**src/rtl/repl_pkg.sv**
```systemverilog
package repl_pkg;
    typedef enum logic [1:0] {
        POL_RAND = 2'd0,
        POL_FIFO = 2'd1,
        POL_PLRU = 2'd2
    } repl_policy_e;
endpackage

```
**src/rtl/repl_rand_ctr.sv**
```systemverilog
module repl_rand_ctr #(
    parameter int WAYS = 4,
    localparam int WAY_W = $clog2(WAYS)
) (
    input  logic             clk_i,
    input  logic             rst_ni,
    output logic [WAY_W-1:0] victim_o
);
    typedef struct packed {
        logic [WAY_W-1:0] cnt;
    } st_t;

    st_t st_d, st_q;

    // Free-running counter; WAYS is a power of two, so it wraps naturally.
    always_comb begin
        st_d     = st_q;
        st_d.cnt = st_q.cnt + 1'b1;
    end

    always_ff @(posedge clk_i or negedge rst_ni) begin
        if (!rst_ni) st_q <= '0;
        else         st_q <= st_d;
    end

    assign victim_o = st_q.cnt;
endmodule

```
**src/rtl/repl_fifo_bank.sv**
```systemverilog
module repl_fifo_bank #(
    parameter int WAYS = 4,
    parameter int SETS = 16,
    localparam int WAY_W = $clog2(WAYS),
    localparam int SET_W = $clog2(SETS)
) (
    input  logic             clk_i,
    input  logic             rst_ni,
    input  logic [SET_W-1:0] set_i,
    input  logic             miss_i,
    output logic [WAY_W-1:0] victim_o
);
    typedef struct packed {
        logic [SETS-1:0][WAY_W-1:0] ptr;
    } st_t;

    st_t st_d, st_q;

    // Only the indexed set's pointer moves, and only on a miss.
    always_comb begin
        st_d = st_q;
        if (miss_i) begin
            st_d.ptr[set_i] = st_q.ptr[set_i] + 1'b1;
        end
    end

    always_ff @(posedge clk_i or negedge rst_ni) begin
        if (!rst_ni) st_q <= '0;
        else         st_q <= st_d;
    end

    assign victim_o = st_q.ptr[set_i];
endmodule

```
**src/rtl/repl_plru_bank.sv**
```systemverilog
module repl_plru_bank #(
    parameter int WAYS = 4,
    parameter int SETS = 16,
    localparam int WAY_W = $clog2(WAYS),
    localparam int SET_W = $clog2(SETS),
    localparam int NODES = WAYS - 1,
    localparam int LVLS  = $clog2(WAYS)
) (
    input  logic             clk_i,
    input  logic             rst_ni,
    input  logic [SET_W-1:0] set_i,
    input  logic             hit_i,
    input  logic [WAY_W-1:0] hit_way_i,
    input  logic             miss_i,
    input  logic [WAY_W-1:0] fill_way_i,
    output logic [WAY_W-1:0] victim_o
);
    typedef logic [NODES-1:0] row_t;

    typedef struct packed {
        logic [SETS-1:0][NODES-1:0] tree;
    } st_t;

    st_t st_d, st_q;

    // Heap-numbered walk: node n at bit n-1, children 2n / 2n+1.
    function automatic logic [WAY_W-1:0] walk_victim(row_t r);
        int unsigned node;
        node = 1;
        for (int l = 0; l < LVLS; l++) begin
            node = node * 2 + int'(r[node-1]);
        end
        return WAY_W'(node - WAYS);
    endfunction

    // Point every node on the path away from the touched way.
    function automatic row_t mark_recent(row_t r, logic [WAY_W-1:0] w);
        int unsigned node;
        logic        dir;
        node = 1;
        for (int l = 0; l < LVLS; l++) begin
            dir       = w[LVLS-1-l];
            r[node-1] = ~dir;
            node      = node * 2 + int'(dir);
        end
        return r;
    endfunction

    // A miss takes precedence over a hit raised in the same cycle.
    always_comb begin
        st_d = st_q;
        if (miss_i) begin
            st_d.tree[set_i] = mark_recent(st_q.tree[set_i], fill_way_i);
        end else if (hit_i) begin
            st_d.tree[set_i] = mark_recent(st_q.tree[set_i], hit_way_i);
        end
    end

    always_ff @(posedge clk_i or negedge rst_ni) begin
        if (!rst_ni) st_q <= '0;
        else         st_q <= st_d;
    end

    assign victim_o = walk_victim(st_q.tree[set_i]);
endmodule

```
**src/rtl/repl_sel_top.sv**
```systemverilog
module repl_sel_top #(
    parameter int                    WAYS   = 4,
    parameter int                    SETS   = 16,
    parameter repl_pkg::repl_policy_e POLICY = repl_pkg::POL_PLRU,
    localparam int WAY_W = $clog2(WAYS),
    localparam int SET_W = $clog2(SETS)
) (
    input  logic             clk_i,
    input  logic             rst_ni,
    input  logic [SET_W-1:0] set_i,
    input  logic             hit_i,
    input  logic [WAY_W-1:0] hit_way_i,
    input  logic             miss_i,
    input  logic             inv_valid_i,
    input  logic [WAY_W-1:0] inv_way_i,
    output logic [WAY_W-1:0] victim_o
);
    logic [WAY_W-1:0] pol_victim;

    generate
        if (POLICY == repl_pkg::POL_RAND) begin : g_rand
            logic unused_ok;
            assign unused_ok = ^{set_i, hit_i, hit_way_i, miss_i};
            repl_rand_ctr #(.WAYS(WAYS)) rand_i (
                .clk_i    (clk_i),
                .rst_ni   (rst_ni),
                .victim_o (pol_victim)
            );
        end else if (POLICY == repl_pkg::POL_FIFO) begin : g_fifo
            logic unused_ok;
            assign unused_ok = ^{hit_i, hit_way_i};
            repl_fifo_bank #(.WAYS(WAYS), .SETS(SETS)) fifo_i (
                .clk_i    (clk_i),
                .rst_ni   (rst_ni),
                .set_i    (set_i),
                .miss_i   (miss_i),
                .victim_o (pol_victim)
            );
        end else begin : g_plru
            repl_plru_bank #(.WAYS(WAYS), .SETS(SETS)) plru_i (
                .clk_i      (clk_i),
                .rst_ni     (rst_ni),
                .set_i      (set_i),
                .hit_i      (hit_i),
                .hit_way_i  (hit_way_i),
                .miss_i     (miss_i),
                .fill_way_i (victim_o),
                .victim_o   (pol_victim)
            );
        end
    endgenerate

    // The override also decides which way a concurrent miss fills.
    assign victim_o = inv_valid_i ? inv_way_i : pol_victim;
endmodule

```
**config.mk**
```make
export PLATFORM = sky130hd
export DESIGN_NAME = repl_sel_top
export DESIGN_NICKNAME = d
export VERILOG_FILES = /design/src/rtl/repl_pkg.sv /design/src/rtl/repl_rand_ctr.sv /design/src/rtl/repl_fifo_bank.sv /design/src/rtl/repl_plru_bank.sv /design/src/rtl/repl_sel_top.sv
export SDC_FILE = /design/constraint.sdc
export NUM_CORES = 1
export LEC_CHECK = 0
export ABC_AREA = 1
export BUFFER_PORTS_ARGS = -buffer_cell sky130_fd_sc_hd__buf_2
export CAP_MARGIN = 20
export CORE_ASPECT_RATIO = 0.75
export CORE_MARGIN = 2
export CORE_UTILIZATION = 61
export CTS_CLUSTER_SIZE = 12
export DETAILED_ROUTE_END_ITERATION = 7
export GPL_ROUTABILITY_DRIVEN = 1
export GPL_TIMING_DRIVEN = 0
export PLACE_DENSITY = 0.8
export SYNTH_ARGS = -nofsm -noshare
export SYNTH_HDL_FRONTEND = slang
export SYNTH_SLANG_ARGS = --single-unit
export TNS_END_PERCENT = 20
```
**constraint.sdc**
```tcl
create_clock -name clk_i -period 2.1 [get_ports clk_i]
set_clock_uncertainty 0.1 [all_clocks]
set_input_delay 0.525 -clock clk_i [delete_from_list [all_inputs] [get_ports clk_i]]
set_output_delay 0.525 -clock clk_i [all_outputs]
set_load 0.01 [all_outputs]
```
Yosys cells after proc, flatten, opt, wreduce, memory -nomap -nowiden
Cells that the tools add are included.
- add/subtract/negate cells: 8
- multiply operators: 0
- div/mod/pow operators: 0
- magnitude comparators: 7
- equality and inequality tests: 0
- shifts and indexed selects: 0
- mux-type cells: 17
- bitwise logic cells: 4
- reductions and logical operators: 4
- operator list (operator ; count):
    48-bit bitwise mux ; 2
    32-bit by 3-bit less-than comparator with 1-bit output (second input constant) ; 3
    48-bit 2-to-1 mux ; 2
    32-bit by 1-bit >= comparator with 1-bit output (second input constant) ; 2
    32-bit by 1-bit subtractor with 32-bit output (second input constant) ; 2
    3-bit binary-select mux with 4-bit select ; 1
    3-bit demux with 4-bit select ; 1
    2-bit by 1-bit adder with 3-bit output (first input constant) ; 3
    3-bit bitwise mux ; 2
    3-bit 2-to-1 mux ; 2
    4-bit by 5-bit less-than comparator with 1-bit output (second input constant) ; 1
    1-bit demux with 2-bit select ; 2
    4-bit by 1-bit >= comparator with 1-bit output (second input constant) ; 1
    1-bit NOT ; 4
    3-bit by 1-bit subtractor with 4-bit output (second input constant) ; 1
    1-bit logical AND ; 3
    1-bit 2-to-1 mux ; 3
    2-bit by 1-bit adder with 2-bit output ; 1
    1-bit binary-select mux with 2-bit select ; 1
    2-bit 2-to-1 mux ; 1
    2-bit nonzero test ; 1
    2-bit by 1-bit subtractor with 2-bit output (second input constant) ; 1
- register bits: 48
- latch bits: 0
- memory bits (writable): 0
- bits in read-only memories: 0
- bits of input ports: 13
- word-level logic and storage cells: 56
- memories kept: 0

Longest topological paths before layout
- depth after elaboration: 18
- depth in mapped cells: 18

Cells and area by module
From an unflattened synthesis, not the netlist that was laid out.
- cells, all modules: 399
- area, all modules: 2633.8 µm²
- by module, submodules not included (module ; instances ; cells an instance ; area an instance (µm²) ; sequential area each (µm²)):
    repl_plru_bank ; 1 ; 392 ; 2607.5 ; 1201.2
    repl_sel_top ; 1 ; 7 ; 26.3 ; 0.0

Least setup slack after synthesis
OpenSTA, ideal clock, no wires.
- path type: input -> output
- start: in set_i[0]
- end: out victim_o[0]
- arrival time: 1469 ps
- data required time: 1475 ps
- path slack: 6 ps
- stages: 12
- path buffers: 2
- path through: buf_6 -> buf_4 -> nand2_1 -> nand2_1 -> nand2_1 -> nand2_1 -> nand2_1 -> nand2_1 -> nor2_1 -> nand2_1 -> nand3_2 -> nand2_1
- longest elaborated chain between the ends: 9
- RTL lines (what ; RTL line ; text):
    start: declaration ; repl_sel_top.sv:10 ; input logic [SET_W-1:0] set_i,
    3-bit binary-select mux with 4-bit select * ; repl_plru_bank.sv:64 ; assign victim_o = walk_victim(st_q.tree[set_i]);
    3-bit 2-to-1 mux (not written as such) * ; repl_plru_bank.sv:64 ;
    2-bit by 1-bit adder with 3-bit output ; repl_plru_bank.sv:31 ; node = node * 2 + int'(r[node-1]);
    3-bit by 1-bit subtractor with 4-bit output ; repl_plru_bank.sv:31 ;
    1-bit binary-select mux with 2-bit select * ; repl_plru_bank.sv:31 ;
    1-bit 2-to-1 mux (not written as such) * ; repl_plru_bank.sv:31 ;
    2-bit by 1-bit adder with 2-bit output * ; repl_plru_bank.sv:31 ;
    2-bit by 1-bit subtractor with 2-bit output * ; repl_plru_bank.sv:33 ; return WAY_W'(node - WAYS);
    2-bit 2-to-1 mux * ; repl_sel_top.sv:54 ; assign victim_o = inv_valid_i ? inv_way_i : pol_victim;
    end: declaration ; repl_sel_top.sv:16 ; output logic [WAY_W-1:0] victim_o
Every way passes the cells marked *; elsewhere a longest branch is shown, timed or not. The select of a mux whose other input is x is not followed.

Worst setup path in the final report
Ends and elaborated chain as after synthesis.

==> impl_metrics.py <==
metrics = {
    "worst_setup_path": {
        "critical_path_peak_fanout": 6,
        "cp.required_ps": 1470,
        "regToRegSetupSlack_ps": 130,
        "critical_path.startpoint_type": "input pin",
        "critical_path.endpoint_type": "output port",
        "reg2reg_depth": 16,
        "path_class": "input pin to output port",
        "rr_endpoint": "g_plru.plru_i.st_q[35]",
        "worst_ep_arrival_ps": 1740,
        "r2r-start": "g_plru.plru_i.st_q[0]",
    },
    "logic_synthesis": {
        "number_of_nets_in_the_synthesized_netlist": 423,
        "postSynthRegisterBits": 48,
        "synthesis.area_per_instance_um2": 6.778,
        "synthDominantCellAreaShare_pct": 43.22,
        "synthesized_cell_area_um2": 2779,
        "seq_area_frac_synth_pct": 43.22,
        "post_synth_main_area_contributors": "sky130_fd_sc_hd__dfrtp_1 43%, sky130_fd_sc_hd__nand2_1 31%, sky130_fd_sc_hd__nor2_1 4.9%",
        "synthesized_instance_count": 410,
        "synth.yosys.warnings": 0,
        "synth.lib_cells_used.distinct": 25,
        "yosys.area.top_type": "sky130_fd_sc_hd__dfrtp_1",
    },
    "flow_run": {
        "max_cap_violations": 0,
    },
    "layout": {
        "mostFrequentLayoutCells": "221 x sky130_fd_sc_hd__nand2_1, 48 x sky130_fd_sc_hd__dfrtp_1, 33 x sky130_fd_sc_hd__nor2_1, 24 x sky130_fd_sc_hd__nand2_2, 16 x sky130_fd_sc_hd__nand4_1",
        "max_ffs_per_register": 48,
        "layout_top_registers": "g_plru.plru_i.st_q: 48 flops",
        "antennaDiodeCount": 0,
        "area_added_between_synthesis_and_finish_pct": 16.84,
        "layout_cells_sized_above_1_pct": 19.86,
        "nets": 450,
        "mostFrequentLayoutCell": "sky130_fd_sc_hd__nand2_1",
        "layout.cells.non_filler": 495,
        "top_register": "g_plru.plru_i.st_q",
    },
    "global_route": {
        "globalRoute.totalOverflow": 0,
        "grt_pass1_vias": 2505,
        "grt_start_max_net_pins": 49,
        "grt_usage_pct": 31.16,
        "grt_first_pass_wirelength_um": 12020,
        "grt_antenna_before_repair": 0,
    },
    "status": {
        "violated_checks": "setup timing",
        "status": "complete, but fails checks",
    },
    "timing": {
        "unrepaired_setup_endpoints_after_global_routing": "true",
        "finalCritPeriodShare_pct": 112.8,
        "total_count_of_max_transition_violations_in_the_final_report": 0,
        "worst_path_setup_slack_after_routing_ps": -268.5,
        "worst_rel_slew_slack_pct": 58.83,
        "max_freq_mhz": 422.2,
        "finalHoldViolations": 0,
        "count_of_endpoints_failing_setup_in_the_final_report": 2,
        "tightest_slew_ps": 617.6,
        "final.min_clock_period_ps": 2368,
        "finalHoldWorstSlack_ps": 125.5,
        "totalNegativeSetupSlack_ps": -459.9,
    },
    "cts": {
        "cts_buffer_depth": 2,
        "clock_sink_count": 48,
        "numCtsBuffers": 5,
        "clockRootBuffer": "sky130_fd_sc_hd__clkbuf_8",
        "holdBufCountCts": 0,
        "ctsHtreeMaxLevel": 2,
        "tritoncts_clock_tree": "built",
        "clkLatencyLatePin_ps": 310,
        "clk_pin_slew_worst_paths_ps": 80,
    },
    "power": {
        "power.ir.vdd_worst_mv": 0.6177,
        "power.leakage_nw": 1.790,
        "power_density_nw_per_um2": 836.9,
    },
    "detailed_routing": {
        "wire_per_inst_um": 15.00,
        "routed-via-count": 2699,
        "initialDrtViolationCount": 255,
        "average_via_count_per_standard_cell": 5.453,
        "firstDrtPassIters": 5,
        "routed_wirelength_um": 7426,
        "drc": 0,
        "ant_nets": 0,
    },
    "placed_design": {
        "place.detailed.instances": 480,
        "port-buffer-count": 13,
        "final_gp_congestion": 0.8780,
        "dp_hpwl_um": 4739,
    },
    "floorplan": {
        "core-area_um2": 4414,
        "die_h_um": 62.45,
        "effective_utilization_at_floorplan_pct": 62.95,
        "floorplan.die.width_um": 81.94,
        "num_io_pins": 15,
        "core.rowCount": 21,
        "fp.dieArea_um2": 5117,
    },
    "worst_hold_path": {
        "hp-class": "input pin to asynchronous set/reset pin",
    },
}
==> synthesized netlist by cell type <==
cell type and instances:
sky130_fd_sc_hd__clkbuf_1 3, sky130_fd_sc_hd__clkbuf_4 1, sky130_fd_sc_hd__buf_1 1, sky130_fd_sc_hd__buf_2 5, sky130_fd_sc_hd__nand2_4 2, sky130_fd_sc_hd__inv_2 1
sky130_fd_sc_hd__o21ai_1 10, sky130_fd_sc_hd__buf_4 3, sky130_fd_sc_hd__nand2_2 14, sky130_fd_sc_hd__nor2_1 36, sky130_fd_sc_hd__nand3_2 3, sky130_fd_sc_hd__nand3b_1 1
sky130_fd_sc_hd__nand2_1 233, sky130_fd_sc_hd__nand4_1 16, sky130_fd_sc_hd__inv_6 1, sky130_fd_sc_hd__or2_2 2, sky130_fd_sc_hd__nor2_2 2, sky130_fd_sc_hd__inv_1 9
sky130_fd_sc_hd__a21oi_2 1, sky130_fd_sc_hd__clkinv_1 1, sky130_fd_sc_hd__buf_6 5, sky130_fd_sc_hd__nand3_1 5, sky130_fd_sc_hd__a21oi_1 1, sky130_fd_sc_hd__dfrtp_1 48
sky130_fd_sc_hd__o21ai_0 6
==> layout make-up <==
class / count / area (um^2)
clock inverter: 2 / 35.03
clock buffer: 6 / 72.57
sequential: 48 / 1201
timing repair buffer: 20 / 163.9
inverter: 12 / 60.06
buffer: 18 / 176.4
fill: 361 / 1167
multi-input combinational: 332 / 1466
tap: 57 / 71.32
==> logic make-up after synthesis <==
family,Yosys count,synth area share [%]
flip-flops,48,43.22
AO/OA/AOI/OAI,18,3.377
AND/OR/NAND/NOR,314,47.05
buffers and inverters,30,6.348
==> routing by layer <==
| metal | vias to the layer above | GRT usage [%] | routed length [um] |
|---|---|---|---|
| met4 | 0 | 10.21 | 140 |
| met5 | - | 0 | 0 |
| li1 | 1324 | - | - |
| met2 | 107 | 45.63 | 3262 |
| met3 | 14 | 6.647 | 447 |
| met1 | 1254 | 46.19 | 3576 |
==> worst max-delay path: stages <==
cell and delay [ps]:
sky130_fd_sc_hd__buf_12 120, sky130_fd_sc_hd__inv_12 70, sky130_fd_sc_hd__buf_8 130, sky130_fd_sc_hd__nand2_4 50, sky130_fd_sc_hd__nand2_2 70, sky130_fd_sc_hd__nand2_1 50, sky130_fd_sc_hd__nand2_1 70, sky130_fd_sc_hd__nand2_1 60
sky130_fd_sc_hd__nand2_2 110, sky130_fd_sc_hd__inv_2 40, sky130_fd_sc_hd__nand2_2 80, sky130_fd_sc_hd__nand2_2 70, sky130_fd_sc_hd__nand3_2 90, sky130_fd_sc_hd__nand2_1 50, sky130_fd_sc_hd__buf_2 130
==> how the worst max path moves through the flow <==
stage	from	to	slack [ps]	depth (start not counted)
global placement	set_i[1]	g_plru.plru_i.st_q[6]	-430	12
finish	set_i[0]	victim_o[0]	-270	15
global route	set_i[0]	victim_o[0]	-330	14
CTS	set_i[0]	victim_o[0]	-170	15
detailed placement	set_i[1]	g_plru.plru_i.st_q[21]	-480	12
floorplan	set_i[0]	victim_o[0]	6	12
==> stage by stage <==
step / cell area, um^2 / power [mW] / setup slack (ps) / utilization (%)
6_report: 3247 / 2.717 / -268.5 / 73.55
5_1_grt: 3247 / 2.878 / -326.6 / 73.55
4_1_cts: 3154 / 2.657 / -173.2 / 71.46
3_5_place_dp: 2915 / 1.942 / -484.7 / 66.04
3_3_place_gp: 2915 / 1.911 / -430.1 / 66.04
2_1_floorplan: 2779 / 1.749 / 5.930 / -
==> power breakdown <==
| group | internal, mW | switching, mW |
|---|---|---|
| combinational | 0.314 | 0.471 |
| clock | 0.354 | 0.310 |
| sequential | 1.14 | 0.128 |
| total | 1.81 | 0.909 |
==> timing repair <==
item,4_1_cts,5_1_grt
endpoints found under the setup margin,12,32
pin swaps,6,13
setup buffers,5,0
gates cloned,1,0
resized for setup,22,23
No activity file was read; power rests on OpenSTA's default activity.
